===== src/rtl/lcd_acd_pkg.sv =====
package lcd_acd_pkg;

  localparam int DATA_W = 8;
  localparam int CNT_W  = 7;

  // Control register layout: bit 7 selects frame toggling, bits 6..0 line count
  typedef struct packed {
    logic             frame_sel;
    logic [CNT_W-1:0] line_cnt;
  } acd_ctrl_t;

  typedef enum logic {
    PORT_INDEX = 1'b0,
    PORT_DATA  = 1'b1
  } acd_port_e;

endpackage


===== src/rtl/acd_regfile.sv =====
module acd_regfile
  import lcd_acd_pkg::*;
#(
  parameter logic [DATA_W-1:0] CTRL_INDEX = 8'h1E
) (
  input  logic              clk,
  input  logic              rst_n,
  input  logic              reg_we,
  input  logic              reg_port,
  input  logic [DATA_W-1:0] reg_wdata,
  output logic [DATA_W-1:0] reg_rdata,
  output acd_ctrl_t         ctrl,
  output logic              ctrl_wr
);

  logic [DATA_W-1:0] index_q, index_d;
  acd_ctrl_t         ctrl_q, ctrl_d;
  logic              index_en, ctrl_en, ctrl_hit;

  assign ctrl_hit = (index_q == CTRL_INDEX);
  assign index_en = reg_we && (reg_port == PORT_INDEX);
  assign ctrl_en  = reg_we && (reg_port == PORT_DATA) && ctrl_hit;

  always_comb begin
    index_d = index_q;
    ctrl_d  = ctrl_q;
    if (index_en) index_d = reg_wdata;
    if (ctrl_en)  ctrl_d  = acd_ctrl_t'(reg_wdata);
  end

  always_ff @(posedge clk or negedge rst_n) begin
    if (!rst_n) begin
      index_q <= '0;
      ctrl_q  <= '0;
    end else begin
      index_q <= index_d;
      ctrl_q  <= ctrl_d;
    end
  end

  always_comb begin
    if (reg_port == PORT_INDEX) reg_rdata = index_q;
    else if (ctrl_hit)          reg_rdata = ctrl_q;
    else                        reg_rdata = '0;
  end

  assign ctrl    = ctrl_q;
  assign ctrl_wr = ctrl_en;

  // control only moves on a data-port write at the control index
  p_ctrl_hold_r3: assert property (@(posedge clk) disable iff (!rst_n)
    !(reg_we && reg_port && (index_q == CTRL_INDEX)) |=> $stable(ctrl_q));

endmodule


===== src/rtl/acd_line_counter.sv =====
module acd_line_counter #(
  parameter int HS_W = 8
) (
  input  logic            clk,
  input  logic            rst_n,
  input  logic            enable,
  input  logic            clear,
  input  logic            hsync,
  input  logic [HS_W-1:0] last,
  output logic            tick
);

  logic [HS_W-1:0] hs_cnt_q, hs_cnt_d;
  logic            cnt_en;

  always_comb begin
    hs_cnt_d = hs_cnt_q;
    tick     = 1'b0;
    cnt_en   = 1'b1;
    if (clear || !enable) begin
      hs_cnt_d = '0;
    end else if (hsync) begin
      if (hs_cnt_q == last) begin
        hs_cnt_d = '0;
        tick     = 1'b1;
      end else begin
        hs_cnt_d = hs_cnt_q + 1'b1;
      end
    end else begin
      cnt_en = 1'b0;
    end
  end

  always_ff @(posedge clk or negedge rst_n) begin
    if (!rst_n)      hs_cnt_q <= '0;
    else if (cnt_en) hs_cnt_q <= hs_cnt_d;
  end

  // the running count never passes the programmed terminal value
  p_cnt_bound_r6: assert property (@(posedge clk) disable iff (!rst_n)
    (enable && !clear) |-> (hs_cnt_q <= last));

  // a control write leaves the count at zero
  p_wr_clears_r9: assert property (@(posedge clk) disable iff (!rst_n)
    clear |=> (hs_cnt_q == '0));

  // disabled counter stays idle
  p_idle_r10: assert property (@(posedge clk) disable iff (!rst_n)
    !enable |=> (hs_cnt_q == '0));

endmodule


===== src/rtl/acd_frame_divider.sv =====
module acd_frame_divider (
  input  logic clk,
  input  logic rst_n,
  input  logic enable,
  input  logic clear,
  input  logic accel,
  input  logic frame_pulse,
  output logic tick
);

  logic parity_q, parity_d;

  always_comb begin
    parity_d = parity_q;
    tick     = 1'b0;
    if (clear || !enable) begin
      parity_d = 1'b0;
    end else if (!accel) begin
      parity_d = 1'b0;
      tick     = frame_pulse;
    end else if (frame_pulse) begin
      tick     = parity_q;
      parity_d = !parity_q;
    end
  end

  always_ff @(posedge clk or negedge rst_n) begin
    if (!rst_n) parity_q <= 1'b0;
    else        parity_q <= parity_d;
  end

  // under acceleration two consecutive frame pulses never both tick
  p_accel_halves_r5: assert property (@(posedge clk) disable iff (!rst_n)
    (tick && accel) |=> !parity_q);

  // write clears the half-rate parity
  p_parity_clear_r9: assert property (@(posedge clk) disable iff (!rst_n)
    clear |=> !parity_q);

endmodule


===== src/rtl/lcd_acdrive_top.sv =====
module lcd_acdrive_top
  import lcd_acd_pkg::*;
#(
  parameter logic [DATA_W-1:0] CTRL_INDEX  = 8'h1E,
  parameter int                LINE_OFFSET = 2,
  parameter int                MIN_PROG    = 2
) (
  input  logic              clk,
  input  logic              rst_n,
  input  logic              reg_we,
  input  logic              reg_port,
  input  logic [DATA_W-1:0] reg_wdata,
  output logic [DATA_W-1:0] reg_rdata,
  input  logic              flat_en,
  input  logic              frame_accel,
  input  logic              hsync_pulse,
  input  logic              frame_pulse,
  output logic              m_out
);

  localparam int HS_W = CNT_W + 1;
  localparam logic [HS_W-1:0] LAST_ADJ = HS_W'(LINE_OFFSET - 1);
  localparam logic [CNT_W-1:0] MIN_CNT = CNT_W'(MIN_PROG);

  acd_ctrl_t       ctrl;
  logic            ctrl_wr;
  logic            line_mode;
  logic [HS_W-1:0] line_last;
  logic            line_tick, frame_tick;
  logic            m_q, m_d;

  acd_regfile #(.CTRL_INDEX(CTRL_INDEX)) u_regs (
    .clk       (clk),
    .rst_n     (rst_n),
    .reg_we    (reg_we),
    .reg_port  (reg_port),
    .reg_wdata (reg_wdata),
    .reg_rdata (reg_rdata),
    .ctrl      (ctrl),
    .ctrl_wr   (ctrl_wr)
  );

  assign line_mode = !ctrl.frame_sel && (ctrl.line_cnt > MIN_CNT);
  assign line_last = {1'b0, ctrl.line_cnt} + LAST_ADJ;

  acd_line_counter #(.HS_W(HS_W)) u_lines (
    .clk    (clk),
    .rst_n  (rst_n),
    .enable (flat_en && line_mode),
    .clear  (ctrl_wr),
    .hsync  (hsync_pulse),
    .last   (line_last),
    .tick   (line_tick)
  );

  acd_frame_divider u_frames (
    .clk         (clk),
    .rst_n       (rst_n),
    .enable      (flat_en && !line_mode),
    .clear       (ctrl_wr),
    .accel       (frame_accel),
    .frame_pulse (frame_pulse),
    .tick        (frame_tick)
  );

  always_comb begin
    if (!flat_en) m_d = 1'b0;
    else          m_d = m_q ^ (line_tick | frame_tick);
  end

  always_ff @(posedge clk or negedge rst_n) begin
    if (!rst_n) m_q <= 1'b0;
    else        m_q <= m_d;
  end

  assign m_out = m_q;

  // output is low in the cycle after flat-panel mode is off
  p_low_when_off_r10: assert property (@(posedge clk) disable iff (!rst_n)
    !flat_en |=> !m_out);

  // no pulse, no phase change
  p_steady_r4: assert property (@(posedge clk) disable iff (!rst_n)
    (flat_en && !hsync_pulse && !frame_pulse) |=> (m_out == $past(m_out)));

  // frame mode without acceleration inverts on each frame pulse
  p_frame_flip_r4: assert property (@(posedge clk) disable iff (!rst_n)
    (flat_en && ctrl.frame_sel && !frame_accel && frame_pulse && !ctrl_wr)
      |=> (m_out != $past(m_out)));

  // a control write never coincides with a phase change
  p_wr_no_flip_r9: assert property (@(posedge clk) disable iff (!rst_n)
    (flat_en && ctrl_wr) |=> (m_out == $past(m_out)));

endmodule


===== config.mk =====
export PLATFORM = sky130hd
export DESIGN_NAME = lcd_acdrive_top
export DESIGN_NICKNAME = d
export VERILOG_FILES = /design/src/rtl/lcd_acd_pkg.sv /design/src/rtl/acd_regfile.sv /design/src/rtl/acd_line_counter.sv /design/src/rtl/acd_frame_divider.sv /design/src/rtl/lcd_acdrive_top.sv
export SDC_FILE = /design/constraint.sdc
export NUM_CORES = 1
export LEC_CHECK = 0
export BUFFER_PORTS_ARGS = -buffer_cell sky130_fd_sc_hd__buf_2
export CAP_MARGIN = 40
export CORE_MARGIN = 2
export CORE_UTILIZATION = 60
export CTS_CLUSTER_SIZE = 25
export DETAILED_ROUTE_END_ITERATION = 10
export PLACE_DENSITY = 0.84
export SLEW_MARGIN = 25
export SYNTH_ARGS = -nofsm -noshare
export SYNTH_HDL_FRONTEND = slang
export SYNTH_HIERARCHICAL = 1
export SYNTH_SLANG_ARGS = --single-unit
export TNS_END_PERCENT = 20

===== constraint.sdc =====
create_clock -name clk -period 3.15 [get_ports clk]
set_clock_uncertainty 0.15 [all_clocks]
set_input_delay 0.7875 -clock clk [delete_from_list [all_inputs] [get_ports clk]]
set_output_delay 0.7875 -clock clk [all_outputs]
set_load 0.02 [all_outputs]

# --- After elaboration in Yosys (flattened, before gate mapping) ---
# Cells that the tools add are included.
# Widths: inputs -> output; s select.
totals:
  reg_bits: 26
  latchBits: 0
  ram_bits: 0
  rom_bits: 0
  inputBits: 16
  output_inout_bits: 9
  mem_count: 0
classes:
  add_sub_neg: 2
  multipliers: 0
  div: 0
  n_lt_le_gt_ge: 1
  eq_ne: 3
  shifts: 0
  n_mux: 17
  bitwise_logic: 3
  reduce_logical: 15
ops:
  columns: ["operator", "n"]
  rows:
  - ["$mux 8", 5]
  - ["$mux 1", 12]
  - ["$add 7x1->8 const B", 1]
  - ["$add 8x1->8 const B", 1]
  - ["$eq 8x5->1 const B", 1]
  - ["$eq 8x8->1", 1]
  - ["$gt 7x2->1 const B", 1]
  - ["$logic_and 1x1->1", 6]
  - ["$logic_not 1->1", 5]
  - ["$ne 3x1->1 const B", 1]
  - ["$logic_or 1x1->1", 2]
  - ["$reduce_and 2->1", 1]
  - ["$reduce_bool 2->1", 1]
  - ["$not 1->1", 1]
  - ["$or 1x1->1", 1]
  - ["$xor 1x1->1", 1]

# --- Longest topological paths before layout ---
depth:
  depth_word: 10
  mapped_depth: 10
  mapped_depth_nobuf: 9

# --- Cells and area by module ---
# Netlist, hierarchy kept.
by_module_without_submodules:
  columns: ["module", "instances", "cells_per_inst", "area_per_inst_um2", "seq_area_each_um2"]
  rows:
  - ["acd_regfile", 1, 73, 777.0, 400.4]
  - ["acd_line_counter", 1, 59, 545.5, 200.2]
  - ["lcd_acdrive_top", 1, 27, 198.9, 25.0]
  - ["acd_frame_divider", 1, 6, 60.1, 25.0]

# --- Least setup slack after synthesis ---
# No wires, ideal clock.
synth_path:
  path_type: "in2out"
  start: "in reg_port"
  end: "out reg_rdata[4]"
  t_arrival_ns: 1.646
  t_required_ns: 2.213
  setup_slack_ns: 0.567
  cell_stages: 4
  n_path_buf: 2
  path_cell_list: "buf_2 clkbuf_1 nand2_1 o22ai_1"
synth_between:
  elab_chain_cells: 1
synth_rtl:
  columns: ["item", "line", "source"]
  rows:
  - ["start, declared", "lcd_acdrive_top.sv:11", "input logic reg_port,"]
  - ["$mux 8", "acd_regfile.sv:42", "if (reg_port == PORT_INDEX) reg_rdata = index_q;"]
  - ["end, declared", "lcd_acdrive_top.sv:13", "output logic [DATA_W-1:0] reg_rdata,"]
# No other way between the ends.

# --- Worst setup path in the final report ---
layout_path:
  start: "reg u_regs.index_q[6]"
  end: "out reg_rdata[3]"
layout_between:
  elab_chain_cells: 3
layout_rtl:
  columns: ["item", "line", "source"]
  rows:
  - ["start, declared", "acd_regfile.sv:16", "logic [DATA_W-1:0] index_q, index_d;"]
  - ["start signal, assigned", "acd_regfile.sv:36", "index_q <= index_d;"]
  - ["$eq 8x5->1", "acd_regfile.sv:20", "assign ctrl_hit = (index_q == CTRL_INDEX);"]
  - ["$mux 8", "acd_regfile.sv:43", "else if (ctrl_hit) reg_rdata = ctrl_q;"]
  - ["$mux 8", "acd_regfile.sv:42", null]
# No other way between the ends.

==> metrics.txt <==
Req. time, crit path=2.21 ns; Die Width=roughly 55 um; Core Rows=18; f_max=0.3927 GHz; global-route met2 utilization=0.4354; register-to-register setup slack=0.75 ns; CTS tree=built; H-tree depth=1; Setup Buffers After CTS=0; Final nets=205; Congestion Overflow GR=0; Arr. time, crit path=1.61 ns; Crit-path slowest cell=dfrtp_1; HPWL Detailed=2.552 mm; DRT Pass-1 Iters=4; cell breakdown of the critical path=and4bb_1, nand2_1, o22ai_1, buf_2; Detail Route Antenna Nets=0; GRT Total Usage=0.2330; clk_lat worst skew=0.32 ns; mux share of post-synthesis cell area=0.07595; vias in the first global route=1,363; DR vias=1,231; port bufs=24; Synth Warn #=6; main combinational cell family by area after synthesis=simple AND/OR/NAND/NOR gates; unrepaired setup endpoints after global routing=no; FF+latch count, synth=26; Synth Area in Adders=0.02373; pre-CTS setup slack=0.5523 ns; first-pass GRT wire length=5.802 mm; VDD IR max=367.3 uV; die area=3063 um2; grt peak-use layer=met2; worst-margin pin slew=0.5685 ns; Synth Area in Compound Gates=0.1116; I/O Pins=25; GP Congestion=0.8009; clk buf depth=2; status=finished clean; Synth Instances=165; DR WL/cell=14.86 um; Resize count post-CTS=0; MaxCap Viol Count=0; Worst Setup Path Type=register to output pin; Cell Area, Synth=1582 um2; final hold viol count=0; Hold Buf Count CTS=0; Startpoint Class=register; vias per inst=5.726; Final Max Slew Viols=0; Final Critical Period=about 2.5 ns; Simple-Gate Fraction of Synth Area=0.2081; syn nets=184; met3 Usage GRT=0.03513; switch share=0.2633; clk slew on worst S/H paths=about 0.14 ns; clock sinks=26; setup TNS=0 ns; power density over the cells=415.8 nW/um2; fin crit share=0.8083; die height=between 50 and 60 um; CTS root buf=clkbuf_4; Min-Delay Path Class=input port to asynchronous set/reset pin; drc violations=0; worst relative slew slack=0.6210; Final WS setup=about 0.6 ns; Leak=0.8022 nW; post-synthesis sequential area ratio=0.4114; core area=2477 um2; Hold WS=0.2908 ns; 1st-iter DRT viols=26; DRT Wirelength=about 3.2 mm; largest net degree at the start of global routing=27; crit end category=output pin; Synth Area in XOR/XNOR=0.1052; slowest stage delay, CP=around 0.4 ns; area grow syn2layout=9.968%; Clk network pwr share=0.314; part of the power in combinational logic=0.172; post-synthesis average cell area=9.585 um2; initial antenna violation count=0; share of cells above drive strength 1=0.2270; antenna cells=0; CP max FO=8; switching power total=190.4 uW; Initial Util=0.6384; total CTS buffers=3; Netlist cell types=37; Pint=532.7 uW; GR Util met1=0.2580; sequential share of power=0.514; # setup viols final=0
## cells in the final DEF (no fill, tap or decap), drive strengths merged, types with 2 or more instances in the layout
master,n
buf,24
nand3,5
nor2,6
and4,2
mux2,8
xor2,9
xnor2,10
nand2,22
ha,3
o22ai,8
inv,13
nand2b,3
and4bb,2
dfrtp,26
and3,5
nor2b,3
clkbuf,3
a211oi,5
o21ai,13
nand4,5
## cell usage after synthesis
library cell,number,area share
buf_2,3,0.0095
a31oi_1,1,0.0040
xnor2_1,10,0.055
nor2b_1,2,0.0079
nor2_1,4,0.0095
o221ai_1,1,0.0055
nor3b_1,1,0.0047
and3_2,1,0.0047
a211oi_1,5,0.024
and3_1,4,0.016
ha_1,3,0.024
nor4_1,1,0.0040
nand4_1,5,0.020
and4_4,1,0.0071
and4_1,1,0.0055
and4bb_1,2,0.016
buf_8,1,0.0095
o21ai_1,3,0.0095
inv_1,13,0.031
nand3_1,4,0.013
or3b_1,1,0.0055
and2_1,1,0.0040
mux2_4,8,0.076
a41oi_1,1,0.0055
or3_1,1,0.0040
clkbuf_1,3,0.0071
nand2_1,22,0.052
buf_6,1,0.0071
o21ai_0,10,0.032
xor2_1,9,0.050
o22ai_1,8,0.032
nand2b_1,3,0.012
dfrtp_1,26,0.41
nor2b_2,1,0.0055
nand3_2,1,0.0063
nor2_2,2,0.0079
nor3_1,1,0.0032
## path summary, 6_finish.rpt
path	cells past startpoint	startpoint	endpoint
hold reg to reg	2	u_regs/index_q[1]	u_regs/index_q[1]
min in group clk	2	u_regs/index_q[1]	u_regs/index_q[1]
setup / recovery	4	u_regs/index_q[6]	reg_rdata[3]
setup reg to reg	9	u_regs/ctrl[0]	u_lines/hs_cnt_q[5]
hold / removal	1	rst_n	u_lines/hs_cnt_q[6]
max in group asynchronous	1	rst_n	u_regs/ctrl[5]
## cell families after synthesis
| kind of cell | count (synthesis) |
|---|---|
| and+or+nand+nor | 59 |
| AOI/OAI and AO/OA | 29 |
| muxes | 8 |
| buffers and inverters | 21 |
| DFF | 26 |
| adders and majority gates | 3 |
| xor gates and xnor gates | 19 |
## cell type report
class                      instances  area, um2
tap                               30      37.54
clock inverter                     1      30.03
multi-input combinational        118      829.5
sequential                        26      650.6
timing repair buffer              24      120.1
clock buffer                       3      22.52
inverter                          13      48.80
fill                             191      738.2
## metal layers
metal,vias to the layer above,share of wire
met1,586,0.42
met4,0,0.021
met2,24,0.53
met5,-,0
met3,10,0.027
li1,611,-
## registers in the layout (all words and copies together), names as in the netlist
name and cells:
u_regs/ctrl 8, u_frames/parity_q 1, u_regs/index_q 8, m_out 1
u_lines/hs_cnt_q 8
## worst max-delay path: cells and delay by family (launching register included)
family	cells	cell delay (ns)
buf+inv	1	0.20
simple gates	2	0.49
flops	1	0.41
compound gates	1	0.20
## stage by stage
| stage | cell area, um2 | instances | utilization | power, mW |
|---|---|---|---|---|
| 3_5_place_dp | 1687 | 211 | 0.6808 | 0.5024 |
| 4_1_cts | 1739 | 215 | 0.7020 | 0.7295 |
| 6_report | 1739 | 215 | 0.7020 | 0.7231 |
| 2_1_floorplan | 1582 | 165 | - | 0.4604 |
| 5_1_grt | 1739 | 215 | 0.7020 | 0.7611 |
| 3_3_place_gp | 1687 | 211 | 0.6808 | 0.4964 |
## power groups by stage
stage                     Clock (mW)  Sequential (mW)  Combinational (mW)
after floorplan                    0            0.372              0.0881
after global placement             0            0.377               0.120
after detailed placement           0            0.378               0.125
after CTS                      0.233            0.371               0.125
after global routing           0.246            0.376               0.140
final                          0.227            0.371               0.125
No activity file was read; power rests on OpenSTA's default activity.
